<file path="config.mk">
export PLATFORM = sky130hd
export DESIGN_NAME = ppm_cmd_decoder
export DESIGN_NICKNAME = d
export VERILOG_FILES = /design/src/rtl/ppm_dec_pkg.sv /design/src/rtl/ppm_sync_finder.sv /design/src/rtl/ppm_byte_packer.sv /design/src/rtl/ppm_cmd_decoder.sv
export SDC_FILE = /design/constraint.sdc
export NUM_CORES = 1
export LEC_CHECK = 0
export CAP_MARGIN = 20
export CORE_ASPECT_RATIO = 1.5
export CORE_MARGIN = 5
export CORE_UTILIZATION = 40
export DETAILED_ROUTE_END_ITERATION = 16
export GPL_ROUTABILITY_DRIVEN = 0
export HOLD_SLACK_MARGIN = 0.05
export PLACE_DENSITY = 0.66
export SYNTH_ARGS = -nofsm -noshare
export SYNTH_HDL_FRONTEND = slang
export SYNTH_SLANG_ARGS = --single-unit
</file>
<file path="constraint.sdc">
create_clock -name clk -period 3.75 [get_ports clk]
set_clock_uncertainty 0.1 [all_clocks]
set_input_delay 0.75 -clock clk [delete_from_list [all_inputs] [get_ports clk]]
set_output_delay 0.75 -clock clk [all_outputs]
set_load 0.01 [all_outputs]
</file>
<file path="src/rtl/ppm_dec_pkg.sv">
package ppm_dec_pkg;
  typedef enum logic [1:0] {
    DS_IDLE = 2'd0,
    DS_SOF  = 2'd1,
    DS_RECV = 2'd2
  } dec_state_e;

  localparam logic [7:0] EMPTY_MARK = 8'hF0;

  function automatic logic odd_par_bit(input logic [7:0] b);
    return ~^b;
  endfunction
endpackage

</file>
<file path="src/rtl/ppm_sync_finder.sv">
module ppm_sync_finder #(
  parameter int QUIET = 8,
  parameter int GW    = 4,
  localparam int OW   = $clog2(GW),
  localparam int CW   = $clog2(QUIET + 1)
) (
  input  logic          clk,
  input  logic          rst_n,
  input  logic          en,
  input  logic          vld,
  input  logic [GW-1:0] drops,
  output logic          hit,
  output logic [OW-1:0] ofs
);
  logic [CW-1:0] cnt_q, cnt_d;

  always_comb begin
    cnt_d = cnt_q;
    if (!en) begin
      cnt_d = '0;
    end else if (vld) begin
      if (drops == '0) begin
        if (cnt_q != CW'(QUIET)) cnt_d = cnt_q + CW'(1);
      end else begin
        cnt_d = '0;
      end
    end
  end

  assign hit = en & vld & (|drops) & (cnt_q == CW'(QUIET));

  // highest index is the earliest sample in time
  always_comb begin
    ofs = '0;
    for (int i = 0; i < GW; i++) begin
      if (drops[i]) ofs = OW'(i);
    end
  end

  always_ff @(posedge clk or negedge rst_n) begin
    if (!rst_n) cnt_q <= '0;
    else        cnt_q <= cnt_d;
  end
endmodule

</file>
<file path="src/rtl/ppm_byte_packer.sv">
module ppm_byte_packer
  import ppm_dec_pkg::*;
#(
  parameter int MAX_BYTES = 32,
  parameter int PAR_W     = 32,
  localparam int AW       = $clog2(MAX_BYTES),
  localparam int LW       = $clog2(MAX_BYTES + 1)
) (
  input  logic             clk,
  input  logic             rst_n,
  input  logic             clr,
  input  logic             pair_vld,
  input  logic [1:0]       pair,
  input  logic             mark,
  input  logic [AW-1:0]    rd_addr,
  output logic [7:0]       rd_data,
  output logic [LW-1:0]    cnt,
  output logic [PAR_W-1:0] par,
  output logic             next_overflows
);
  logic [7:0]       sr_q, sr_n;
  logic [1:0]       pidx_q;
  logic [LW-1:0]    cnt_q;
  logic [PAR_W-1:0] par_q;
  logic [7:0]       mem [MAX_BYTES];
  logic             room, byte_full, wr_en;
  logic [7:0]       wr_byte;

  assign sr_n           = {pair, sr_q[7:2]};
  assign room           = (cnt_q != LW'(MAX_BYTES));
  assign byte_full      = pair_vld & (pidx_q == 2'd3);
  assign wr_en          = (byte_full & room) | (mark & (cnt_q == '0));
  assign wr_byte        = mark ? EMPTY_MARK : sr_n;
  assign next_overflows = (pidx_q == 2'd3) & ~room;

  always_ff @(posedge clk or negedge rst_n) begin
    if (!rst_n) begin
      sr_q   <= '0;
      pidx_q <= '0;
      cnt_q  <= '0;
      par_q  <= '0;
    end else if (clr) begin
      sr_q   <= '0;
      pidx_q <= '0;
      cnt_q  <= '0;
      par_q  <= '0;
    end else begin
      if (pair_vld) begin
        sr_q   <= sr_n;
        pidx_q <= pidx_q + 2'd1;
      end
      if (wr_en) begin
        cnt_q <= cnt_q + LW'(1);
        par_q <= {par_q[PAR_W-2:0], odd_par_bit(wr_byte)};
      end
    end
  end

  always_ff @(posedge clk) begin
    if (wr_en) mem[cnt_q[AW-1:0]] <= wr_byte;
  end

  assign rd_data = mem[rd_addr];
  assign cnt     = cnt_q;
  assign par     = par_q;
endmodule

</file>
<file path="src/rtl/ppm_cmd_decoder.sv">
module ppm_cmd_decoder
  import ppm_dec_pkg::*;
#(
  parameter int MAX_BYTES    = 32,
  parameter int QUIET_GROUPS = 8,
  parameter int PAR_W        = 32,
  parameter int GRP_W        = 4,
  localparam int AW          = $clog2(MAX_BYTES),
  localparam int LW          = $clog2(MAX_BYTES + 1),
  localparam int OW          = $clog2(GRP_W)
) (
  input  logic             clk,
  input  logic             rst_n,
  input  logic             grp_vld,
  input  logic [GRP_W-1:0] grp_raw,
  input  logic [AW-1:0]    rd_addr,
  output logic [7:0]       rd_data,
  output logic             frame_done,
  output logic [LW-1:0]    frame_len,
  output logic [PAR_W-1:0] frame_parity,
  output logic [OW-1:0]    sync_ofs,
  output logic             frame_ovf
);
  dec_state_e    state_q, state_d;
  logic [1:0]    slot_q, slot_d;
  logic          half_q, half_d;
  logic [2:0]    pos_q, pos_d, pos_t;
  logic [OW-1:0] ofs_q, ofs_d, hit_ofs;
  logic          ovf_q, ovf_d, done_q;
  logic [GRP_W-1:0] drops;
  logic          d, hit, bad, end_evt, clr, pair_vld, mark, next_ovf;

  assign drops = ~grp_raw;
  assign d     = drops[ofs_q];

  ppm_sync_finder #(.QUIET(QUIET_GROUPS), .GW(GRP_W)) u_sync (
    .clk(clk), .rst_n(rst_n), .en(state_q == DS_IDLE), .vld(grp_vld),
    .drops(drops), .hit(hit), .ofs(hit_ofs)
  );

  ppm_byte_packer #(.MAX_BYTES(MAX_BYTES), .PAR_W(PAR_W)) u_pack (
    .clk(clk), .rst_n(rst_n), .clr(clr), .pair_vld(pair_vld), .pair(pos_t[1:0]),
    .mark(mark), .rd_addr(rd_addr), .rd_data(rd_data), .cnt(frame_len),
    .par(frame_parity), .next_overflows(next_ovf)
  );

  always_comb begin
    state_d  = state_q;
    slot_d   = slot_q;
    half_d   = half_q;
    pos_d    = pos_q;
    ofs_d    = ofs_q;
    ovf_d    = ovf_q;
    pos_t    = pos_q;
    bad      = 1'b0;
    end_evt  = 1'b0;
    clr      = 1'b0;
    pair_vld = 1'b0;
    mark     = 1'b0;
    if (state_q == DS_IDLE) begin
      if (hit) begin
        state_d = DS_SOF;
        slot_d  = '0;
        half_d  = 1'b0;
        pos_d   = '0;
        ofs_d   = hit_ofs;
        ovf_d   = 1'b0;
        clr     = 1'b1;
      end
    end else if (grp_vld) begin
      if (!half_q) begin
        half_d = 1'b1;
        if (d && state_q == DS_RECV) begin
          state_d = DS_IDLE;
          if (slot_q == 2'd0) begin
            end_evt = 1'b1;
            mark    = 1'b1;
          end
        end
      end else begin
        half_d = 1'b0;
        if (d) begin
          if (pos_q != 3'd0) bad = 1'b1;
          else               pos_t = {1'b0, slot_q} + 3'd1;
        end
        if (bad) begin
          state_d = DS_IDLE;
        end else if (slot_q == 2'd3) begin
          slot_d = '0;
          pos_d  = '0;
          if (pos_t == 3'd0) begin
            state_d = DS_IDLE;
          end else if (state_q == DS_SOF) begin
            state_d = (pos_t >= 3'd3) ? DS_RECV : DS_IDLE;
          end else begin
            pair_vld = 1'b1;
            if (next_ovf) begin
              end_evt = 1'b1;
              ovf_d   = 1'b1;
              state_d = DS_IDLE;
            end
          end
        end else begin
          slot_d = slot_q + 2'd1;
          pos_d  = pos_t;
        end
      end
    end
  end

  always_ff @(posedge clk or negedge rst_n) begin
    if (!rst_n) begin
      state_q <= DS_IDLE;
      slot_q  <= '0;
      half_q  <= 1'b0;
      pos_q   <= '0;
      ofs_q   <= '0;
      ovf_q   <= 1'b0;
      done_q  <= 1'b0;
    end else begin
      state_q <= state_d;
      slot_q  <= slot_d;
      half_q  <= half_d;
      pos_q   <= pos_d;
      ofs_q   <= ofs_d;
      ovf_q   <= ovf_d;
      done_q  <= end_evt;
    end
  end

  assign frame_done = done_q;
  assign sync_ofs   = ofs_q;
  assign frame_ovf  = ovf_q;
endmodule

</file>
==> results.cfg <==
[global_route]
track_usage = 0.1573
grt_max_degree = 70
grt_first_pass_wirelength_mm = 43.44
grt_remaining_overflow = 0
first_global_vias = 7361
antenna_found_initial = 0

[timing]
period_share = 0.9984
rsz0062_at_grt = yes
setup_violations = 0
drv_slew = 0
hold_viol = 0
fmax_ghz = 0.2671
final.setup.tns_ps = 0
worstMarginPinSlew_ps = 1072
period_needed_ps = 3744
slew_headroom = 0.2853
timing.final.ws_setup_ps = 6.149

[route]
drc_errors = 0
dr.pass1.iters = 5
ant_nets = 0
wl_met1_mm = 10.73
highest_layer = met4
met2_length_mm = 15.51
wl_met3_mm = 1.383
drt_iter0_markers = 428
vias = 6999
wire_per_inst_um = 21.61
vias_per_cell = 5.351
wl_mm = 28.27

[setup_path]
r2r_slack_ps = 260
required_ps = 2900
reg2regPathDepth = 8
path_class = primary input to output pin
path_max_fanout = 8
worstPathArrival_ps = 2890
endpoint_kind = output pin
crit_path_start_kind = primary input

[clocking]
root_buffer = clkbuf_16
insertion_delay_ps = 560
clockBufferDepth = 3
tritoncts.num_buffers = 30
cts_tree = done
htreeDepth = 1
postCtsSetupBuffers = 0
clock_sinks = 318
path_clk_slew_ps = 70

[pwr]
power_frac_seq = 0.490
net-switching-power_uw = 2250
sw_frac_of_total = 0.2579
p_int_uw = 6474
powerDensity_nw_per_um2 = 559.0
p_clk_frac = 0.354
ir_drop_mv = 0.3974
combPwrFrac = 0.156
leakagePower_uw = 0.005427

[place]
place_area_um2 = 14500
portBuffers = 61
post-place-ws_ps = -97.65
dp_hpwl_mm = 18.71

[floorplanning]
ios = 62
start_util = 0.4020
coreArea_um2 = 32430
die-area_um2 = 36380
fp.dieH_um = 231.1
die_x_um = 157.4
std_cell_rows = 81

[outcome]
status = finished, final reports clean

[cells_and_area]
final_nets = 890
syn_to_final_growth_pct = 19.68
fill_cells = 2755
fin_area_um2 = 15600
antenna_cells = 0
most-common-layout-cells = 256 x edfxtp_1, 93 x nand2_1, 81 x mux4_2
final_common_cell = edfxtp_1
layout-drive-gt1-share = 0.2374

[logic_synthesis]
ys.flop_type = edfxtp_1
synth_nets = 779
async_reset_ff_frac = 0.1950
syn_avg_cell_area_um2 = 17.20
synth_seq_cells = 318
netlist_area_um2 = 13040
ys_seq_area_frac = 0.7086
syn_inst = 758
synth_edf_count = 256
yosys_warnings = 0
synth_cell_types = 53

[hold_path]
hp-class = primary input to asynchronous set/reset pin

[run]
maxCapViolCount = 0
timing repair:
item                                    in CTS  in global routing
hold buffers                                 0                  0
gates resized for setup                      7                  7
gates cloned                                 1                  1
endpoints found under the setup margin       8                  3
pin swaps                                    0                  0
path summary, 6_finish.rpt:
path,start,end
setup / recovery,rd_addr[0],rd_data[1]
hold / removal,rst_n,state_q[1]
setup reg to reg,u_pack.cnt[0],u_pack.mem[8][7]
hold reg to reg,u_pack.pidx_q[0],u_pack.pidx_q[0]
max in group asynchronous,rst_n,u_pack.par[25]
min in group clk,u_pack.pidx_q[0],u_pack.pidx_q[0]
synth_stat cells (all sizes together), types with 2 or more instances:
cell    count  area share
and2        7      0.0034
mux2i       5      0.0038
nand4       2     0.00096
mux2        9      0.0078
mux4       81        0.14
nand4b      2      0.0013
nor3b       2      0.0012
nor3       20      0.0081
o31ai       2      0.0012
a31oi       4      0.0019
inv        13      0.0037
o21ai      45       0.017
nand3       6      0.0023
nor4        7      0.0034
nand2      93       0.027
or4         2      0.0014
a21oi      13      0.0050
nor4b       5      0.0034
nor2       24      0.0069
dfrtp      62        0.12
xnor2       7      0.0047
a21o        3      0.0017
edfxtp    256        0.59
o31a        4      0.0027
o211ai      3      0.0017
or2         2     0.00096
nand2b      8      0.0038
or3         4      0.0023
ha          9      0.0086
buf        15      0.0061
nand3b      2      0.0014
clkbuf     28      0.0081
flip-flops by register name (all words and copies together) (netlist names):
| name | count |
|---|---|
| frame_done | 1 |
| frame_ovf | 1 |
| half_q | 1 |
| pos_q | 3 |
| slot_q | 2 |
| state_q | 2 |
| sync_ofs | 2 |
| u_pack.cnt | 6 |
| u_pack.mem | 256 |
| u_pack.par | 32 |
| u_pack.pidx_q | 2 |
| u_pack.sr_q | 6 |
| u_sync.cnt_q | 4 |
through the flow:
stage | hold slack (ps) | power (µW) | instances | util
after floorplan | 354.4 | 5093 | 758 | -
after global placement | 369.8 | 5679 | 1250 | 0.4471
after detailed placement | 389.4 | 5703 | 1250 | 0.4471
after CTS | 109.8 | 8810 | 1307 | 0.4796
after global routing | 145.9 | 9120 | 1308 | 0.4811
final | 107.0 | 8723 | 1308 | 0.4811
cells by family after synthesis:
group | count (synthesis) | share of synthesized area
fa+ha+maj | 9 | 0.008637
simple gates | 189 | 0.06948
flops | 318 | 0.7086
compound gates | 83 | 0.03839
mux | 95 | 0.1515
xor+xnor | 8 | 0.005374
buf+inv | 56 | 0.01795
worst max-delay path: stages:
cell	delay (ps)
buf_6	170
buf_8	160
mux4_2	520
mux4_2	500
mux2_2	300
clkdlybuf4s50_1	480
power by group through the flow:
stage,Combinational (µW),Clock [µW],Sequential [µW]
2_1_floorplan,761,0,4330
3_3_place_gp,1340,0,4340
3_5_place_dp,1360,0,4350
4_1_cts,1360,3170,4280
5_1_grt,1490,3320,4300
6_report,1360,3090,4280
per-layer routing:
metal | GRT usage | vias up
li1 | - | 3192
met4 | 0.04197 | 0
met5 | 0 | -
met2 | 0.2889 | 202
met3 | 0.02130 | 46
met1 | 0.1933 | 3559
area by class of cell:
type                       count  area, µm²  share of cell area
multi-input combinational    384       3565              0.2285
tap                          415      519.2             0.03328
sequential                   318       9239              0.5921
clock inverter                22      230.2             0.01475
timing repair buffer         122       1215             0.07786
clock buffer                  34      787.0             0.05044
inverter                      13      48.80            0.003127
Note: power is estimated with default switching activity, not from simulation.
